[src/rtl/frame_ctrl_regs.sv]
module frame_ctrl_regs #(
  parameter int ADDR_W = 3,
  parameter int DIM_W  = 16,
  parameter int THR_W  = 16,
  parameter int PLANES = 3,
  localparam int THR_OUT_W = THR_W + $clog2(PLANES + 1)
) (
  input  logic                 clk,
  input  logic                 rst_n,
  input  logic [ADDR_W-1:0]    host_addr,
  input  logic                 host_wr,
  input  logic                 host_rd,
  input  logic [3:0]           host_be,
  input  logic [31:0]          host_wdata,
  output logic [31:0]          host_rdata,
  input  logic                 frame_start,
  output logic                 run,
  output logic                 edge_coef_en,
  output logic                 edge_sharp_en,
  output logic [DIM_W-1:0]     out_width,
  output logic [DIM_W-1:0]     out_height,
  output logic [THR_OUT_W-1:0] edge_thresh
);
  localparam logic [ADDR_W-1:0] A_CTRL = ADDR_W'(0);
  localparam logic [ADDR_W-1:0] A_STAT = ADDR_W'(1);
  localparam logic [ADDR_W-1:0] A_WID  = ADDR_W'(3);
  localparam logic [ADDR_W-1:0] A_HGT  = ADDR_W'(4);
  localparam logic [ADDR_W-1:0] A_THR  = ADDR_W'(5);
  localparam logic [THR_OUT_W-1:0] PLANES_V = THR_OUT_W'(PLANES);

  logic [2:0]       ctrl_q;
  logic [DIM_W-1:0] width_q, height_q;
  logic [THR_W-1:0] thr_q;
  logic [31:0]      rd_mux, merged;

  function automatic logic [31:0] lane_merge(input logic [31:0] old,
                                             input logic [31:0] nw,
                                             input logic [3:0]  be);
    logic [31:0] r;
    for (int i = 0; i < 4; i++)
      r[8*i +: 8] = be[i] ? nw[8*i +: 8] : old[8*i +: 8];
    return r;
  endfunction

  always_comb begin
    case (host_addr)
      A_CTRL:  rd_mux = 32'(ctrl_q);
      A_STAT:  rd_mux = 32'(run);
      A_WID:   rd_mux = 32'(width_q);
      A_HGT:   rd_mux = 32'(height_q);
      A_THR:   rd_mux = 32'(thr_q);
      default: rd_mux = '0;
    endcase
  end

  assign merged = lane_merge(rd_mux, host_wdata, host_be);

  always_ff @(posedge clk) begin
    if (!rst_n) begin
      ctrl_q   <= '0;
      width_q  <= '0;
      height_q <= '0;
      thr_q    <= '0;
    end else if (host_wr) begin
      case (host_addr)
        A_CTRL:  ctrl_q   <= merged[2:0];
        A_WID:   width_q  <= merged[DIM_W-1:0];
        A_HGT:   height_q <= merged[DIM_W-1:0];
        A_THR:   thr_q    <= merged[THR_W-1:0];
        default: ;
      endcase
    end
  end

  always_ff @(posedge clk) begin
    if (!rst_n) host_rdata <= '0;
    else        host_rdata <= host_rd ? rd_mux : '0;
  end

  always_ff @(posedge clk) begin
    if (!rst_n) begin
      run           <= 1'b0;
      edge_coef_en  <= 1'b0;
      edge_sharp_en <= 1'b0;
      out_width     <= '0;
      out_height    <= '0;
      edge_thresh   <= '0;
    end else if (frame_start) begin
      run           <= ctrl_q[0];
      edge_coef_en  <= ctrl_q[1];
      edge_sharp_en <= ctrl_q[2];
      out_width     <= width_q;
      out_height    <= height_q;
      edge_thresh   <= THR_OUT_W'(thr_q) * PLANES_V;
    end
  end
endmodule


[config.mk]
export PLATFORM = sky130hd
export DESIGN_NAME = frame_ctrl_regs
export DESIGN_NICKNAME = d
export VERILOG_FILES = /design/src/rtl/frame_ctrl_regs.sv
export SDC_FILE = /design/constraint.sdc
export NUM_CORES = 1
export LEC_CHECK = 0
export CAP_MARGIN = 20
export CORE_MARGIN = 4
export CORE_UTILIZATION = 40
export CTS_CLUSTER_SIZE = 25
export DETAILED_ROUTE_END_ITERATION = 16
export PLACE_DENSITY_LB_ADDON = 0.15
export SYNTH_ARGS = -nofsm -noshare
export SYNTH_HDL_FRONTEND = slang
export SYNTH_SLANG_ARGS = --single-unit
[constraint.sdc]
create_clock -name clk -period 5.1 [get_ports clk]
set_clock_uncertainty 0.1 [all_clocks]
set_input_delay 0.51 -clock clk [delete_from_list [all_inputs] [get_ports clk]]
set_output_delay 0.51 -clock clk [all_outputs]
set_load 0.05 [all_outputs]
# After elaboration in Yosys (flattened, before gate mapping)

Cells that the tools add are included.

Bits in registers: 136
Latch bits: 0
RAM bits: 0
Memory bits (read-only): 0
Output and inout bits: 85
Logic and storage cells: 25
Memories kept: 0

$add $sub $neg: 0
Multipliers: 1
Divide/modulo/power cells: 0
$lt $le $gt $ge: 0
Equal/unequal tests: 4
Shifts and indexed selects: 0
Mux-type cells: 3
Bitwise operators: 0
Reduce and logical (&&, ||, !) cells: 6

Operator list:

| operator                                           | number |
|---|---|
| one-hot mux 16 bit (5 select lines)                | 1 |
| multiplier 16 x 2 -> 18 bit, second input constant | 1 |
| 2-to-1 mux 8 bit                                   | 2 |
| AND reduction 2 bit                                | 5 |
| == test 3 bit, second input constant               | 2 |
| == test 3 x 1 -> 1 bit, second input constant      | 1 |
| == test 3 x 2 -> 1 bit, second input constant      | 1 |
| logical NOT 3 bit                                  | 1 |

# Depth between registers and ports, before layout

Depth in word-level cells: 3
Depth in mapped cells: 8
Depth with buffers taken out: 8

# Worst setup path after synthesis

No wires, ideal clock.

Path type: reg-to-reg
Start: reg thr_q[1]
End: reg edge_thresh[15]
Data arrival time: 2233 ps
Data required time: 4937 ps
Path slack: 2705 ps
Cell stages (with the launch flop): 9
Path buffers: 0
Clock period less this slack: 2395 ps
Path through: dfxtp_1 -> ha_1 -> fa_1 -> a21oi_1 -> o211ai_1 -> a221oi_2 -> a31oi_1 -> or4_1 -> nand3_1

Longest elaborated chain between the ends: 1

Ends and longest elaborated chain:

| element                     | RTL line | source |
|---|---|---|
| start, declared             | 33       | `logic [THR_W-1:0] thr_q;` |
| start signal, assigned      | 69       | `A_THR: thr_q <= merged[THR_W-1:0];` |
| multiplier 16 x 2 -> 18 bit | 94       | `edge_thresh <= THR_OUT_W'(thr_q) * PLANES_V;` |
| end signal, assigned        | 94       |  |
| end, declared               | 22       | `output logic [THR_OUT_W-1:0] edge_thresh` |

Every way passes these cells.
A chain may end at the register's enable or synchronous reset.

# Worst setup path in the final report

Start: in host_addr[2]
End: reg height_q[9]

Longest elaborated chain between the ends: 3

Ends and longest elaborated chain:

| element                                     | RTL line | source |
|---|---|---|
| start, declared                             | 10       | `input logic [ADDR_W-1:0] host_addr,` |
| == test 3 bit, or another cell as far along | 46       | `case (host_addr)` |
| one-hot mux 16 bit (5 select lines)         | 46       |  |
| 2-to-1 mux 8 bit                            | 41       | `r[8*i +: 8] = be[i] ? nw[8*i +: 8] : old[8*i +: 8];` |
| end signal, assigned                        | 68       | `A_HGT: height_q <= merged[DIM_W-1:0];` |
| end, declared                               | 32       | `logic [DIM_W-1:0] width_q, height_q;` |

Parallel ways exist; a longest one is shown, timed or not.

==> flow_summary.ini <==
[outcome]
status = complete, no violations

[clocking]
postCtsSetupRepairBufs = 0
clkLatencyLatePin_ns = 0.41
cts_max_level = 4
clockRootBuffer = clkbuf_16
clk_path_buf_depth = 2
ctsResizeCount = 0
cts.sinks = 120
cts_tree = yes
cts_buffers = 17
postCtsHoldBufs = 0
cts.clk_slew.worst_paths_ns = 0.05

[run]
max-cap-violations = 0

[grt]
track_usage_pct = 17.35
grt_start_max_net_pins = 101
grt_pass1_vias = 4316
antenna_found_initial = 0
overflow = 0
grt_pass1_wl_um = 22240

[yosys]
synthCells = 608
synthDistinctLibCells = 51
synthFlopType = dfxtp_1
avgSynthCellArea_um2 = 9.314
synth_edf_count = 0
ys.warnings.count = 0
async_flop_share_pct = 0
ys_seq_area_share_pct = 42.42
netlist_area_um2 = 5663
ys_seq_elements = 120

[timing]
rsz0062_at_grt = false
finalSetupTns_ns = 0
fmaxAchievable_mhz = 358.3
hold_violations = 0
drv_slew = 0
period_minus_slack_ns = 2.791
final.period_utilization_pct = 54.73
setup_viol = 0
tightest_slew_ns = 0.9717
finalHoldWorstSlack_ns = 0.3926
slew_headroom_pct = 35.22

[worst_setup_path]
cp.required_ns = 5.30
critical_path.max_fanout = 32
endpoint_kind = register
critical_path_class = in2reg
slowest_stage = or3b_1
start_kind = primary input
rrSetupSlack_ns = 2.31
max_stage_delay_ns = 0.92
cp_cell_sequence = clkdlybuf4s50_1 -> nand2b_1 -> or3b_1 -> nand2_1 -> o21ai_0 -> and2_1
cp_num_buf_inv = 1
critPathTopFamily = simple AND/OR/NAND/NOR gates
cp.arrival_ns = 2.99

[layout]
n_antenna_cell = 0
utilization_pct = 51.77
nets = 747
fillers = 1300
area_delta_synth_final_pct = 26.89
drive_above_1_share_pct = 5.331

[route]
vias = 4432
drc = 0
viasPerCell = 5.071
wl_per_cell_um = 15.70
wirelength_um = 13720
drtIter0Drc = 185
antenna_left = 0
first_pass_iters = 6

[floorplanning]
rows = 43
fp.dieH_um = 127.0
core_region_area_um2 = 13880
top_level_ports = 129
fp.dieArea_um2 = 16130
start_util_pct = 40.80
die_width_um = 127.0

[placed_design]
io_buffers = 94
gp_congestion = 0.8719
dp_hpwl_um = 9783

[power_and_ir_drop]
max-vdd-ir-drop_mv = 0.2203
power_density_nw_per_um2 = 314.0
power_leakage_nw = 2.879

[hold_path]
hold_path.class = reg2reg
## cells in the final DEF, fill, tap and decap left out, types with 6 or more instances in the layout
master / n
clkdlybuf4s50_1: 92
ha_1: 17
nor2b_1: 45
a21oi_1: 16
o2bb2ai_1: 13
and2_1: 44
dfxtp_1: 120
nand2_1: 58
and3_1: 18
nand3_1: 12
nor2_1: 7
conb_1: 16
clkbuf_16: 17
o211ai_1: 8
o21ai_0: 55
xnor2_1: 7
o21a_1: 6
mux2i_1: 78
## sequential cells by signal, indices dropped and copies added (netlist names)
register and cells:
ctrl_q 3, edge_coef_en 1, edge_sharp_en 1, edge_thresh 18
height_q 16, host_rdata 16, out_height 16, out_width 16
run 1, thr_q 16, width_q 16
## stage by stage
stage	instances	cell area (µm²)	total power [mW]	setup WS (ns)
2_1_floorplan	623	5719	1.104	2.705
3_3_place_gp	845	6623	1.143	1.927
3_5_place_dp	845	6623	1.145	1.862
4_1_cts	873	7174	2.277	2.296
5_1_grt	874	7186	2.341	2.052
6_report	874	7186	2.257	2.309
## metal layers
| metal | GRT usage [%] | routed length (µm) | vias up |
|---|---|---|---|
| met5 | 0 | 0 | - |
| met4 | 5.489 | 165 | 0 |
| met2 | 26.25 | 6047 | 93 |
| met3 | 5.644 | 703 | 11 |
| met1 | 23.56 | 6802 | 2072 |
| li1 | - | - | 2256 |
## Yosys cell counts (2+ instances only)
master,count,area share (%)
nand3_1,12,1.1
nor2b_1,45,5.0
and3_1,18,2.0
o22ai_1,3,0.33
ha_1,17,3.8
nand2b_1,4,0.44
o21a_1,6,0.80
a21oi_1,16,1.4
nor2_1,7,0.46
o2bb2ai_1,13,2.0
nand4b_1,2,0.31
buf_4,17,2.3
a31oi_1,3,0.33
nand3b_1,2,0.27
nand4_1,2,0.22
o211ai_1,8,1.1
clkbuf_1,29,1.9
buf_2,7,0.62
inv_1,5,0.33
xnor2_1,7,1.1
mux2i_1,78,14
o21ai_0,55,4.9
a31o_2,2,0.31
buf_1,3,0.20
dfxtp_1,120,42
a22oi_1,2,0.27
nand2_1,58,3.8
and2_1,44,4.9
## power breakdown
group	switching, mW	internal, mW	total (mW)
Combinational	0.110	0.0594	0.169
Sequential	0.00804	0.949	0.957
Clock	0.387	0.744	1.13
Total	0.505	1.75	2.26
## path summary, 6_finish.rpt
kind                   from  cells past startpoint               to
max            host_addr[2]                      6      height_q[9]
min          edge_thresh[3]                      1   edge_thresh[3]
max reg2reg        thr_q[1]                      8  edge_thresh[15]
min reg2reg  edge_thresh[3]                      1   edge_thresh[3]
## layout make-up
type / count / area (µm²) / area share (%)
multi-input cells: 442 / 3015 / 41.96
flip-flops and latches: 120 / 2402 / 33.43
repair buffers: 99 / 972.2 / 13.53
clock buffers: 24 / 481.7 / 6.704
well taps: 180 / 225.2 / 3.134
clock inverters: 4 / 70.07 / 0.9751
inverters: 5 / 18.77 / 0.2612
## cell families (layout without fill, tap and decap cells)
group	Yosys count	after routing	synth area share, %
other	1	16	0.06622
DFF	120	120	42.42
muxes	79	79	13.99
buffers and inverters	61	132	5.325
and+or+nand+nor	201	201	19.49
xor gates and xnor gates	8	8	1.237
adders and majority gates	18	18	4.110
AOI/OAI and AO/OA	120	120	13.37
(Power assumes the default switching activity.)
